===== config.mk =====
export PLATFORM = sky130hd
export DESIGN_NAME = fp32_uhalf_conv
export DESIGN_NICKNAME = d
export VERILOG_FILES = /design/src/rtl/uhc_pkg.sv /design/src/rtl/uhc_ctrl.sv /design/src/rtl/uhc_datapath.sv /design/src/rtl/fp32_uhalf_conv.sv
export SDC_FILE = /design/constraint.sdc
export NUM_CORES = 1
export LEC_CHECK = 0
export BUFFER_PORTS_ARGS = -buffer_cell sky130_fd_sc_hd__buf_2
export CAP_MARGIN = 20
export CORE_MARGIN = 5
export CORE_UTILIZATION = 23
export DETAILED_ROUTE_END_ITERATION = 12
export GPL_TIMING_DRIVEN = 0
export SETUP_SLACK_MARGIN = 0.05
export SLEW_MARGIN = 20
export SYNTH_ARGS = -nofsm -noshare
export SYNTH_HDL_FRONTEND = slang
export SYNTH_SLANG_ARGS = --single-unit

===== constraint.sdc =====
create_clock -name clk -period 3.5 [get_ports clk]
set_clock_uncertainty 0.05 [all_clocks]
set_input_delay 0.7 -clock clk [delete_from_list [all_inputs] [get_ports clk]]
set_output_delay 0.7 -clock clk [all_outputs]
set_load 0.03 [all_outputs]

===== src/rtl/uhc_pkg.sv =====
package uhc_pkg;
  localparam int F32_EXP_W = 8;
  localparam int F32_MAN_W = 23;
  localparam int F32_BIAS  = 127;

  typedef struct packed {
    logic load;
  } uhc_ctl_t;
endpackage


===== src/rtl/uhc_ctrl.sv =====
module uhc_ctrl
  import uhc_pkg::*;
(
  input  logic     clk,
  input  logic     rstN,
  input  logic     inValid,
  output logic     inReady,
  output logic     outValid,
  output uhc_ctl_t ctl
);
  logic readyQ;
  logic validQ;

  always_ff @(posedge clk or negedge rstN) begin
    if (!rstN) begin
      readyQ <= 1'b0;
      validQ <= 1'b0;
    end else begin
      readyQ <= 1'b1;
      validQ <= inValid & readyQ;
    end
  end

  always_comb begin
    ctl.load = inValid & readyQ;
  end

  assign inReady  = readyQ;
  assign outValid = validQ;

  // a result is only presented after a cycle in which the block was ready
  p_valid_needs_ready_r2: assert property (@(posedge clk) disable iff (!rstN)
    outValid |-> $past(inReady));
endmodule


===== src/rtl/uhc_datapath.sv =====
module uhc_datapath
  import uhc_pkg::*;
#(
  parameter int EXP_W = 6,
  parameter int MAN_W = 10,
  localparam int OUT_W  = EXP_W + MAN_W,
  localparam int DROP_W = F32_MAN_W - MAN_W
) (
  input  logic              clk,
  input  logic              rstN,
  input  uhc_ctl_t          ctl,
  input  logic [31:0]       inData,
  input  logic              rndMode,
  input  logic [DROP_W-1:0] rndBits,
  output logic [OUT_W-1:0]  outCode,
  output logic              flagInvalid,
  output logic              flagDenorm,
  output logic              flagOverflow,
  output logic              flagUnderflow
);
  localparam int BIAS    = (1 << (EXP_W - 1)) - 1;
  localparam int SHIFT   = F32_BIAS - BIAS;
  localparam int EXP_TOP = (1 << EXP_W) - 1;
  localparam logic [OUT_W-1:0] CODE_INF = {{EXP_W{1'b1}}, {MAN_W{1'b0}}};
  localparam logic [OUT_W-1:0] CODE_NAN = {{EXP_W{1'b1}}, 1'b1, {(MAN_W-1){1'b0}}};
  localparam logic [DROP_W-1:0] HALF    = {1'b1, {(DROP_W-1){1'b0}}};

  logic                 sgn;
  logic [F32_EXP_W-1:0] expF;
  logic [F32_MAN_W-1:0] manF;
  logic [MAN_W-1:0]     keep;
  logic [DROP_W-1:0]    lost;
  logic [DROP_W:0]      stochSum;
  logic                 rndUp;
  int                   tgtExp;
  logic [OUT_W:0]       rounded;

  logic [OUT_W-1:0] codeD;
  logic             invD, denD, ovfD, unfD;

  assign sgn  = inData[31];
  assign expF = inData[30:F32_MAN_W];
  assign manF = inData[F32_MAN_W-1:0];
  assign keep = manF[F32_MAN_W-1 -: MAN_W];
  assign lost = manF[DROP_W-1:0];

  always_comb begin
    stochSum = {1'b0, lost} + {1'b0, rndBits};
    if (rndMode)
      rndUp = stochSum[DROP_W];
    else
      rndUp = (lost > HALF) || ((lost == HALF) && keep[0]);
    tgtExp  = int'(expF) - SHIFT;
    rounded = {1'b0, tgtExp[EXP_W-1:0], keep} + {{OUT_W{1'b0}}, rndUp};
  end

  always_comb begin
    codeD = '0;
    invD  = 1'b0;
    denD  = 1'b0;
    ovfD  = 1'b0;
    unfD  = 1'b0;
    if (expF == '1) begin
      if (manF != '0 || sgn) begin
        codeD = CODE_NAN;
        invD  = 1'b1;
      end else begin
        codeD = CODE_INF;
      end
    end else if (expF == '0) begin
      denD = (manF != '0);
    end else if (sgn) begin
      codeD = CODE_NAN;
      invD  = 1'b1;
    end else if (tgtExp <= 0) begin
      unfD = 1'b1;
    end else if (tgtExp >= EXP_TOP || rounded[OUT_W-1 -: EXP_W] == EXP_W'(EXP_TOP)) begin
      codeD = CODE_INF;
      ovfD  = 1'b1;
    end else begin
      codeD = rounded[OUT_W-1:0];
    end
  end

  always_ff @(posedge clk or negedge rstN) begin
    if (!rstN) begin
      outCode       <= '0;
      flagInvalid   <= 1'b0;
      flagDenorm    <= 1'b0;
      flagOverflow  <= 1'b0;
      flagUnderflow <= 1'b0;
    end else if (ctl.load) begin
      outCode       <= codeD;
      flagInvalid   <= invD;
      flagDenorm    <= denD;
      flagOverflow  <= ovfD;
      flagUnderflow <= unfD;
    end
  end

  p_nan_canonical_r8: assert property (@(posedge clk) disable iff (!rstN)
    flagInvalid |-> outCode == CODE_NAN);
  p_ovf_is_inf_r6: assert property (@(posedge clk) disable iff (!rstN)
    flagOverflow |-> outCode == CODE_INF);
  p_unf_is_zero_r7: assert property (@(posedge clk) disable iff (!rstN)
    flagUnderflow |-> outCode == '0);
  p_den_is_zero_r11: assert property (@(posedge clk) disable iff (!rstN)
    flagDenorm |-> outCode == '0);
  p_one_flag_r12: assert property (@(posedge clk) disable iff (!rstN)
    $onehot0({flagInvalid, flagDenorm, flagOverflow, flagUnderflow}));
  p_hold_r2: assert property (@(posedge clk) disable iff (!rstN)
    !ctl.load |=> $stable(outCode));
endmodule


===== src/rtl/fp32_uhalf_conv.sv =====
module fp32_uhalf_conv
  import uhc_pkg::*;
#(
  parameter int EXP_W = 6,
  parameter int MAN_W = 10
) (
  input  logic                     clk,
  input  logic                     rstN,
  input  logic                     inValid,
  output logic                     inReady,
  input  logic [31:0]              inData,
  input  logic                     rndMode,
  input  logic [22-MAN_W:0]        rndBits,
  output logic                     outValid,
  output logic [EXP_W+MAN_W-1:0]   outCode,
  output logic                     flagInvalid,
  output logic                     flagDenorm,
  output logic                     flagOverflow,
  output logic                     flagUnderflow
);
  uhc_ctl_t ctl;

  uhc_ctrl u_ctrl (
    .clk      (clk),
    .rstN     (rstN),
    .inValid  (inValid),
    .inReady  (inReady),
    .outValid (outValid),
    .ctl      (ctl)
  );

  uhc_datapath #(.EXP_W(EXP_W), .MAN_W(MAN_W)) u_dp (
    .clk           (clk),
    .rstN          (rstN),
    .ctl           (ctl),
    .inData        (inData),
    .rndMode       (rndMode),
    .rndBits       (rndBits),
    .outCode       (outCode),
    .flagInvalid   (flagInvalid),
    .flagDenorm    (flagDenorm),
    .flagOverflow  (flagOverflow),
    .flagUnderflow (flagUnderflow)
  );
endmodule


# After elaboration in Yosys (flattened, before gate mapping)
# Index checks and enable logic that the tools add are counted.
[classes]
eq_ne = 3
add_sub_neg = 3
bitwise = 1
mux = 22
reduce_logical = 6
order_cmp = 3
[op_table]
columns = ["operator", "count"]
rows = [
  ["two-way mux 16 bit", 5],
  [">= comparator 32 x 7 -> 1 bit (second input constant)", 1],
  ["less-or-equal comparator 32 x 1 -> 1 bit (second input constant)", 1],
  ["nonzero test 23 bit", 1],
  ["adder 16 x 1 -> 16 bit", 1],
  ["two-way mux 1 bit", 16],
  ["adder 13 x 13 -> 14 bit", 1],
  ["== test 13 bit (second input constant)", 1],
  ["> comparator 13 bit (second input constant)", 1],
  ["two-way mux 10 bit", 1],
  ["subtractor 8 x 7 -> 9 bit (second input constant)", 1],
  ["== test 8 bit (second input constant)", 1],
  ["zero test 8 bit", 1],
  ["== test 6 bit (second input constant)", 1],
  ["logical OR 1 bit", 3],
  ["AND 1 bit", 1],
  ["logical AND 1 bit", 1],
]
[totals]
reg_bits = 22
wordCells = 45

# Depth between registers and ports, before layout
# Gate-level depths: netlist of run 1.
[depth]
word_depth = 12
mapped_depth = 13
mapped_depth_nobuf = 13

# Cells and area by module
# Synthesis of run 1 repeated with hierarchy kept, for this count alone.
[unflattened]
hier_cells = 190
hier_area_um2 = 1741.7
[by_module_without_submodules]
columns = ["module", "instances", "seq_area_each_um2", "cells_each", "area_each_um2"]
rows = [
  ["uhc_datapath", 1, 500.5, 186, 1681.6],
  ["uhc_ctrl", 1, 50.0, 4, 60.1],
]

# Worst setup path before layout of run 1
# OpenSTA, ideal clock, no wires.
[synth_path]
path_type = "input to register"
startpoint = "input inData[10]"
endpoint = "register u_dp.outCode[9]"
path_buffers = 0
arrival_ns = 3.277
slack_ns = 0.046
setup_ns = 0.126
required_ns = 3.324
stages = 13
cell_sequence = "ha_1 -> a21o_1 -> a21o_1 -> a21oi_1 -> nand3_1 -> o21a_1 -> ha_1 -> ha_1 -> nand3_2 -> nor3_1 -> xnor2_1 -> or4_4 -> a311o_1"
[synth_between]
elab_chain_len = 12
word_cells_on_any_way = 17
cone_classes = "add/sub (2); order compare (1); eq/ne (2); mux (7); reduce/logical (5)"
[synth_lines]
columns = ["element", "line_no", "text"]
rows = [
  ["start: declaration", "fp32_uhalf_conv.sv:11", "input logic [31:0] inData,"],
  ["parallel branches: the longest is 11 deep, another holds adder 16 x 1 -> 16 bit", "-", ""],
  ["two-way mux 16 bit (*)", "uhc_datapath.sv:63", "if (expF == '1) begin"],
  ["end signal: assignment", "uhc_datapath.sv:93", "outCode <= codeD;"],
  ["end: declaration", "uhc_datapath.sv:15", "output logic [OUT_W-1:0] outCode,"],
]
# Every way passes the cells marked *.
# A chain may end at the register's enable or synchronous reset.

# Worst setup path after layout of run 1
# Ends and elaborated chain as after synthesis.

==> results of run 1 <==
==> critical path, stage by stage <==
cell	delay [ns]
buf_2	0.12
ha_4	0.23
a21o_1	0.17
a21o_1	0.18
a21oi_2	0.14
nand3_1	0.09
o21a_1	0.18
ha_2	0.20
ha_2	0.21
nand3_4	0.12
nor3_4	0.06
xnor2_2	0.16
or4_4	0.50
a311o_1	0.32
==> sequential cells by signal (all words and copies together) (netlist names) <==
name	cells
u_dp.outCode	16
u_ctrl.inReady	1
u_ctrl.outValid	1
u_dp.flagDenorm	1
u_dp.flagInvalid	1
u_dp.flagOverflow	1
u_dp.flagUnderflow	1
==> cell type report <==
cell class | instances | area, um^2
fill | 807 | 4900
multi-input combinational | 152 | 1190
sequential | 22 | 551
timing repair buffer | 71 | 358
tap | 99 | 124
clock buffer | 4 | 55.1
inverter | 5 | 18.8
buffer | 3 | 12.5
==> per-stage QoR <==
step	setup TNS (ns)	area (um^2)	hold slack (ns)	cells	setup WS [ns]
after floorplan	0	1700	0.354	182	0.0788
after global placement	-2.73	2170	0.404	351	-0.324
after detailed placement	-2.96	2170	0.407	351	-0.350
after CTS	0	2250	0.355	355	0.0754
after global routing	0	2310	0.376	356	0.0419
final	0	2310	0.334	356	0.213
==> timing repair <==
| action | CTS | global route |
|---|---|---|
| pin swaps | 0 | 1 |
| endpoints found under the setup margin | 10 | 11 |
| gates resized for setup | 4 | 8 |
| buffers inserted | 0 | 1 |
==> routing by layer <==
layer	vias to the layer above	routed length, um	GRT usage
li1	858	-	-
met1	808	2190	0.142
met2	44	2420	0.175
met3	5	369	0.0242
met4	0	52	0.0284
met5	-	0	0
==> worst max path at each step <==
stage | slack [ns] | startpoint | cells past startpoint | to
after floorplan | 0.08 | inData[10] | 13 | u_dp.outCode[9]
after global placement | -0.32 | inData[10] | 14 | u_dp.outCode[0]
after detailed placement | -0.35 | inData[10] | 14 | u_dp.outCode[0]
after CTS | 0.08 | inData[10] | 14 | u_dp.outCode[9]
after global routing | 0.04 | inData[13] | 13 | u_dp.outCode[9]
final | 0.21 | inData[10] | 14 | u_dp.outCode[9]
==> cell usage after synthesis, types with 3 or more instances <==
| library cell | n | area (um^2) |
|---|---|---|
| xor2_1 | 6 | 52.6 |
| a21o_1 | 5 | 37.5 |
| nand4_1 | 6 | 37.5 |
| o41ai_1 | 7 | 61.3 |
| inv_1 | 4 | 15.0 |
| nor2_1 | 11 | 41.3 |
| ha_1 | 15 | 188 |
| dfrtp_1 | 22 | 551 |
| a21oi_1 | 9 | 45.0 |
| nor3_1 | 4 | 20.0 |
| xnor2_1 | 8 | 70.1 |
| nor4_1 | 7 | 43.8 |
| or4_1 | 3 | 22.5 |
| nand3_1 | 8 | 40.0 |
| o21ai_0 | 6 | 30.0 |
| nand2_1 | 19 | 71.3 |
| o21a_1 | 3 | 22.5 |
| o22a_1 | 3 | 26.3 |
==> where the power goes <==
part / switching, mW / leakage, nW / internal (mW)
registers: 0.0125 / 0.274 / 0.278
clock network: 0.0809 / 0.0288 / 0.100
logic: 0.156 / 0.718 / 0.0918
==> cell families after synthesis <==
logic type                 synth area share
DFF                                   0.325
adders and majority gates             0.111
AOI/OAI and AO/OA                     0.211
other                               0.00221
xor gates and xnor gates             0.0723
buffers and inverters                0.0184
and+or+nand+nor                       0.261
==> reports/results.tsv, run 1 <==
stage	metric	value	unit
run_status	status	complete, no violations	
synth	ys.flop_type	dfrtp_1	
synth	syn-num-nets	246	
setup_path	path_class	input port to flip-flop	
clock_network	cts_buffers	3	
clock_network	clk_pin_slew	0.07	ns
clock_network	numClockSinks	22	
floorplan	die_width	95.9	um
sta	slew_viol_final	0	
synth	syn_inst	182	
synth	synth_cell_types	46	
layout	fin_nets	322	
global_routing	overflow	0	
synth	async_reset_ff_frac	1.00	
detailed_routing	drtAntennaViolNets	0	
layout	post-route-util	0.320	
sta	rsz0062_at_grt	false	
clock_network	cts_buffer_depth	2	
sta	slew_headroom	0.503	
place	gp_congestion	0.748	
detailed_routing	drcViolationCount	0	
clock_network	cts-root-buf	clkbuf_8	
detailed_routing	drt_wl_total	5030	um
synth	avgSynthCellArea	9.32	um^2
layout	num_antenna_cells	0	
place	place_hpwl	4210	um
sta	setup_viol	0	
worst_hold_path	min_path_type	input port to async pin	
clock_network	clk_latency	0.26	ns
job	cap_viol_max_count	0	
pwr	ir_drop	0.164	mV
floorplan	rows	31	
synth	yosysWarningCount	0	
pwr	total_power	0.719	mW
clock_network	cts_tree	done	
synth	yosysSeqAreaShare	0.325	
sta	finalCritPeriodShare	0.939	
setup_path	r2r-end	u_dp.outCode[9]	
setup_path	reg2reg_slack	1.63	ns
pwr	power_density	311	mW/mm^2
floorplan	core	0.00721	mm^2
setup_path	cp_max_fo	4	
layout	final_common_cell	buf_2	
global_routing	grtUsageTotal	0.107	
floorplan	initial_core_util	0.235	
detailed_routing	drt-pass1-iter-count	4	
detailed_routing	route.vias.total	1715	
synth	synth_area	0.00170	mm^2
sta	layout_min_cycle_time	3.29	ns
layout	drive_gt1_frac	0.366	
floorplan	dieArea	0.00919	mm^2
synth	synth-edff-count	0	
sta	worst_pin_slew	0.739	ns
layout	final_cell_mix	71 x buf_2, 22 x dfrtp_1, 19 x nand2_1	
setup_path	critPathCaptureType	flip-flop	
floorplan	fp.dieH	95.9	um
detailed_routing	drt_iter0_markers	59	
pwr	p_leak	1.02	nW
global_routing	grt_max_degree	23	
setup_path	critPathArrivalTime	3.39	ns
setup_path	ff2ff_path_depth	5	
clock_network	ctsHoldBuffers	0	
synth	synth_seq_cells	22	
sta	max_freq	304	MHz
setup_path	worst_ep_required_time	3.60	ns
global_routing	antenna_found_initial	0	
setup_path	rr_startpoint	u_ctrl.inReady	
global_routing	grt_pass1_vias	1698	
layout	areaGrowthSynthToFinish	36.4	%
place	port_buffers	70	
sta	hold_viol	0	
floorplan	io_pins	71	
global_routing	grt_pass1_wl	7940	um
detailed_routing	viasPerCell	4.82	
setup_path	cp-start-kind	input port	
clock_network	htreeDepth	1	
detailed_routing	wire_per_inst	14.1	um
No activity file was read; power rests on OpenSTA's default activity.
==> run 2: changes to the inputs <==
PLACE_DENSITY = 0.53   (was not set)
==> reports/results.tsv, run 2 (synthesized netlist as in run 1, its figures left out) <==
stage	metric	value	unit	change
run_status	status	complete, no violations		unchanged
floorplan	die_width	95.9	um	unchanged
sta	setup_slack	0.144	ns	was 0.213 ns
setup_path	critPathCaptureType	flip-flop		unchanged
sta	finalCritPeriodShare	0.959		was 0.939
clock_network	cts_tree	done		unchanged
floorplan	initial_core_util	0.235		unchanged
setup_path	r2r-end	u_dp.outCode[7]		was u_dp.outCode[9]
sta	max_freq	298	MHz	was 304 MHz
sta	setup_viol	0		unchanged
sta	layout_min_cycle_time	3.36	ns	was 3.29 ns
layout	post-route-util	0.327		was 0.320
pwr	power_switching	0.246	mW	was 0.249 mW
detailed_routing	drtAntennaViolNets	0		unchanged
layout	num_antenna_cells	0		unchanged
global_routing	grt_pass1_vias	1751		was 1698
place	place_hpwl	4140	um	was 4210 um
detailed_routing	route.vias.total	1700		was 1715
layout	areaGrowthSynthToFinish	39.0	%	was 36.4%
detailed_routing	viasPerCell	4.74		was 4.82
global_routing	overflow	0		unchanged
clock_network	numClockSinks	22		unchanged
sta	slew_viol_final	0		unchanged
place	post-place-ws	-0.419	ns	was -0.350 ns
worst_hold_path	min_path_type	input port to async pin		unchanged
floorplan	rows	31		unchanged
setup_path	cp-start-kind	input port		unchanged
setup_path	cp_max_fo	5		was 4
place	dp_cells	351		unchanged
job	cap_viol_max_count	0		unchanged
sta	rsz0062_at_grt	false		unchanged
pwr	p_seq_frac	0.416		was 0.404
detailed_routing	drt-met1-wl	2040	um	was 2190 um
global_routing	grtUsageTotal	0.107		about the same
detailed_routing	wl_met3	333	um	was 369 um
clock_network	cts-root-buf	clkbuf_8		unchanged
detailed_routing	drcViolationCount	0		unchanged
layout	regMostFlops	u_dp.outCode		unchanged
pwr	p_int	0.451	mW	was 0.470 mW
detailed_routing	drt_wl_total	4940	um	was 5030 um
setup_path	endpoint	u_dp.outCode[9]		unchanged
place	gp_congestion	0.745		was 0.748
sta	worst_pin_slew	0.796	ns	was 0.739 ns
sta	slew_headroom	0.465		was 0.503
pwr	power_density	296	mW/mm^2	was 311 mW/mm^2
detailed_routing	dr_wl_met2	2520	um	was 2420 um
floorplan	io_pins	71		unchanged
setup_path	crit_start	inData[10]		unchanged
detailed_routing	wire_per_inst	13.8	um	was 14.1 um
floorplan	fp.dieH	95.9	um	unchanged
floorplan	dieArea	0.00919	mm^2	unchanged
setup_path	reg2reg_slack	1.68	ns	was 1.63 ns
clock_network	clk_pin_slew	0.07	ns	about the same
pwr	ir_drop	0.123	mV	was 0.164 mV
pwr	p_leak	1.04	nW	was 1.02 nW
pwr	p_sw_frac	0.353		was 0.347
global_routing	grt_max_degree	23		unchanged
pwr	combPwrFrac	0.365		was 0.345
setup_path	ff2ff_path_depth	4		was 5
setup_path	critPathArrivalTime	3.45	ns	was 3.39 ns
layout	drive_gt1_frac	0.377		was 0.366
setup_path	rr_startpoint	u_ctrl.inReady		unchanged
detailed_routing	drt-pass1-iter-count	4		unchanged
place	port_buffers	70		unchanged
layout	fin_nets	326		was 322
sta	hold_viol	0		unchanged
pwr	clock_power_share	0.218		was 0.252
clock_network	cts_buffer_depth	2		unchanged
global_routing	grt_pass1_wl	7920	um	was 7940 um
floorplan	core	0.00721	mm^2	unchanged
layout	final_common_cell	buf_2		unchanged
clock_network	ctsHoldBuffers	0		unchanged
setup_path	path_class	input port to flip-flop		unchanged
detailed_routing	drt_iter0_markers	59		unchanged
global_routing	antenna_found_initial	0		unchanged
layout	final_cells	359		was 356
layout	final_cell_mix	71 x buf_2, 22 x dfrtp_1, 19 x nand2_1		unchanged
clock_network	clk_latency	0.25	ns	was 0.26 ns
sta	holdWs	0.339	ns	was 0.334 ns
setup_path	worst_ep_required_time	3.59	ns	was 3.60 ns
layout	largest_reg_flops	16		unchanged
detailed_routing	top_layer	met4		unchanged
clock_network	cts_buffers	3		unchanged
clock_network	htreeDepth	1		unchanged
==> run 2: worst min path at each step <==
stage | from | to | slack, ns
after global placement | u_dp.flagInvalid | u_dp.flagInvalid | 0.41
final | rstN | u_dp.outCode[10] | 0.34
after detailed placement | u_dp.outCode[3] | u_dp.outCode[3] | 0.41
after global routing | rstN | u_dp.outCode[11] | 0.38
after floorplan | rstN | u_ctrl.inReady | 0.35
after CTS | rstN | u_dp.outCode[15] | 0.36
==> run 2: power by group through the flow <==
| stage | logic (mW) | clock network [mW] | registers, mW |
|---|---|---|---|
| 4_1_cts | 0.245 | 0.157 | 0.291 |
| 2_1_floorplan | 0.0932 | 0 | 0.344 |
| 5_1_grt | 0.283 | 0.165 | 0.294 |
| 6_report | 0.255 | 0.152 | 0.290 |
| 3_5_place_dp | 0.241 | 0 | 0.296 |
| 3_3_place_gp | 0.240 | 0 | 0.296 |
==> run 2: metrics by stage <==
stage / TNS, ns / power, mW / area, um^2
global placement: -3.61 / 0.536 / 2170
global route: 0 / 0.743 / 2360
detailed placement: -3.51 / 0.538 / 2170
CTS: 0 / 0.694 / 2240
finish: 0 / 0.697 / 2360
floorplan: 0 / 0.437 / 1700
==> run 2: area by class of cell <==
class                   count  area (um^2)
plain buffers               3         12.5
clock buffers               3         41.3
fillers                   787         4860
inverters                   5         18.8
multi-input cells         152         1220
flip-flops and latches     22          551
well taps                  99          124
repair buffers             75          388
==> run 2: routing by layer <==
| layer | up-vias | track usage |
|---|---|---|
| li1 | 859 | - |
| met1 | 783 | 0.135 |
| met2 | 52 | 0.185 |
| met3 | 6 | 0.0203 |
| met4 | 0 | 0.0320 |
| met5 | - | 0 |
==> run 2: repair_timing <==
action | CTS | global route
pin swaps | 0 | 6
setup endpoints to repair | 10 | 12
buffers inserted | 0 | 5
gates resized for setup | 4 | 10
gates cloned | 0 | 0
==> run 2: worst max-delay path: stages <==
cell	delay (ns)
buf_2	0.12
ha_4	0.23
a21o_1	0.17
a21o_1	0.18
a21oi_2	0.13
nand3_1	0.09
o21a_1	0.23
ha_4	0.19
ha_4	0.17
nand3_4	0.12
nor3_4	0.06
xnor2_2	0.17
or4_4	0.51
a311o_1	0.36
==> run 3: changes to the inputs <==
CORE_ASPECT_RATIO = 0.7   (was not set)
SKIP_CTS_REPAIR_TIMING = 1   (was not set)
clock period = 3.7 ns   (was 3.5 ns; I/O delays follow)
==> reports/results.tsv, run 3 (synthesized netlist as in run 1, its figures left out) <==
stage	metric	value	unit	change
detailed_routing	drt_iter0_markers	56		was 59
sta	worst_pin_slew	0.773	ns	was 0.796 ns
sta	hold_viol	0		unchanged
sta	setup_slack	0.192	ns	was 0.144 ns
floorplan	fp.dieH	81.8	um	was 95.9 um
pwr	clock_power_share	0.227		was 0.218
layout	fin_nets	321		was 326
place	gp_congestion	0.806		was 0.745
worst_hold_path	min_path_type	input port to async pin		unchanged
setup_path	worst_ep_required_time	3.80	ns	was 3.59 ns
setup_path	path_class	input port to flip-flop		unchanged
sta	rsz0062_at_grt	false		unchanged
pwr	p_seq_frac	0.418		was 0.416
pwr	p_int	0.420	mW	was 0.451 mW
global_routing	grt_max_degree	23		unchanged
detailed_routing	drcViolationCount	0		unchanged
layout	final_common_cell	buf_2		unchanged
clock_network	clk_latency	0.26	ns	was 0.25 ns
floorplan	dieArea	0.00922	mm^2	was 0.00919 mm^2
detailed_routing	drt-pass1-iter-count	4		unchanged
global_routing	grtUsageTotal	0.113		was 0.107
sta	layout_min_cycle_time	3.51	ns	
setup_path	rr_startpoint	u_ctrl.inReady		unchanged
global_routing	grt_pass1_vias	1680		was 1751
setup_path	cp-start-kind	input port		unchanged
detailed_routing	drt_wl_total	5240	um	was 4940 um
setup_path	slowest_stage	or4_4		unchanged
global_routing	grt_pass1_wl	8410	um	was 7920 um
global_routing	antenna_found_initial	0		unchanged
pwr	combPwrFrac	0.354		was 0.365
detailed_routing	wire_per_inst	14.8	um	was 13.8 um
pwr	ir_drop	0.143	mV	was 0.123 mV
floorplan	io_pins	71		unchanged
pwr	total_power	0.656	mW	was 0.697 mW
sta	setup_viol	0		unchanged
pwr	power_density	293	mW/mm^2	was 296 mW/mm^2
place	port_buffers	70		unchanged
floorplan	initial_core_util	0.235		about the same
layout	largest_reg_flops	16		unchanged
floorplan	rows	26		was 31
job	cap_viol_max_count	0		unchanged
layout	num_antenna_cells	0		unchanged
floorplan	core	0.00722	mm^2	was 0.00721 mm^2
pwr	power_switching	0.237	mW	was 0.246 mW
clock_network	cts_tree	done		unchanged
run_status	status	complete, no violations		unchanged
setup_path	cp_max_fo	5		unchanged
setup_path	crit_buf_inv	1		unchanged
sta	slew_viol_final	0		unchanged
setup_path	crit_top_cell	ha_1		was ha_4
layout	regMostFlops	u_dp.outCode		unchanged
place	place_hpwl	4440	um	was 4140 um
clock_network	htreeDepth	1		unchanged
place	post-place-ws	-0.253	ns	was -0.419 ns
clock_network	cts-root-buf	clkbuf_8		unchanged
sta	finalCritPeriodShare	0.948		
detailed_routing	route.vias.total	1673		was 1700
layout	areaGrowthSynthToFinish	32.2	%	was 39.0%
layout	final_cell_mix	71 x buf_2, 22 x dfrtp_1, 19 x nand2_1		unchanged
pwr	p_sw_frac	0.360		was 0.353
setup_path	critPathCaptureType	flip-flop		unchanged
global_routing	overflow	0		unchanged
setup_path	crit_start	inData[10]		unchanged
detailed_routing	viasPerCell	4.74		about the same
clock_network	numClockSinks	22		unchanged
pwr	p_leak	0.987	nW	was 1.04 nW
clock_network	clk_pin_slew	0.08	ns	was 0.07 ns
sta	holdWs	0.383	ns	was 0.339 ns
setup_path	crit_path_max_incr_delay	0.50	ns	was 0.51 ns
setup_path	crit_chain	buf_2, ha_1, a21o_1, a21o_1, a21oi_2, nand3_1, o21a_1, ha_1, ha_1, nand3_2, nor3_2, xnor2_2, or4_4, a311o_1		was buf_2, ha_4, a21o_1, a21o_1, a21oi_2, nand3_1, o21a_1, ha_4, ha_4, nand3_4, nor3_4, xnor2_2, or4_4, a311o_1
floorplan	die_width	113	um	was 95.9 um
sta	slew_headroom	0.480		was 0.465
setup_path	crit_family	compound AO/OA/AOI/OAI gates		unchanged
clock_network	cts_buffer_depth	2		unchanged
clock_network	cts_buffers	3		unchanged
detailed_routing	drtAntennaViolNets	0		unchanged
layout	drive_gt1_frac	0.349		was 0.377
sta	max_freq	285	MHz	
setup_path	critPathArrivalTime	3.61	ns	was 3.45 ns
layout	final_area	0.00224	mm^2	was 0.00236 mm^2
place	placed_area	0.00217	mm^2	about the same
run 3: cell count changes in the layout (fill, tap and decap cells not counted), sizes merged:
cell	before	now
buf	76	71
run 3: worst register-to-register path, cell delays in order (launching register included):
cell and delay, ns:
dfrtp_1 0.38, nand2_1 0.29, clkinv_1 0.35, o21ai_0 0.25, nor4_1 0.07, a311o_1 0.39
run 3: cell type report:
| type | instances | area (um^2) |
|---|---|---|
| flip-flops and latches | 22 | 551 |
| well taps | 98 | 123 |
| multi-input cells | 152 | 1140 |
| clock buffers | 3 | 41.3 |
| plain buffers | 3 | 12.5 |
| inverters | 5 | 18.8 |
| repair buffers | 70 | 350 |
| fillers | 793 | 4980 |
run 3: worst paths after layout:
path                                    endpoint  slack, ns  cells after the start
worst max-delay path             u_dp.outCode[9]       0.19                     14
worst min-delay path             u_ctrl.outValid       0.38                      1
worst max register to register   u_dp.outCode[9]       1.82                      5
worst min register to register  u_dp.flagInvalid       0.43                      1
max in group asynchronous        u_dp.outCode[2]       2.88                      1
min in group clk                u_dp.flagInvalid       0.43                      1
run 3: power by group through the flow:
stage          sequential (mW)  combinational, mW  clock [mW]
2_1_floorplan            0.325             0.0879           0
3_3_place_gp             0.280              0.229           0
3_5_place_dp             0.280              0.231           0
4_1_cts                  0.275              0.232       0.154
5_1_grt                  0.278              0.255       0.166
6_report                 0.275              0.233       0.149
run 3: metrics by stage:
step	setup TNS, ns	instances	util
global placement	-1.92	350	0.300
global route	0	353	0.310
detailed placement	-1.84	350	0.300
floorplan	0	182	-
finish	0	353	0.310
CTS	0	353	0.306
run 3: routing by layer:
metal  up-vias  routed length, um  global-route usage
met3         2                263              0.0236
met1       784               2790               0.176
met5         -                  0                   0
li1        849                  -                   -
met2        38               2160               0.157
met4         0                 24              0.0252
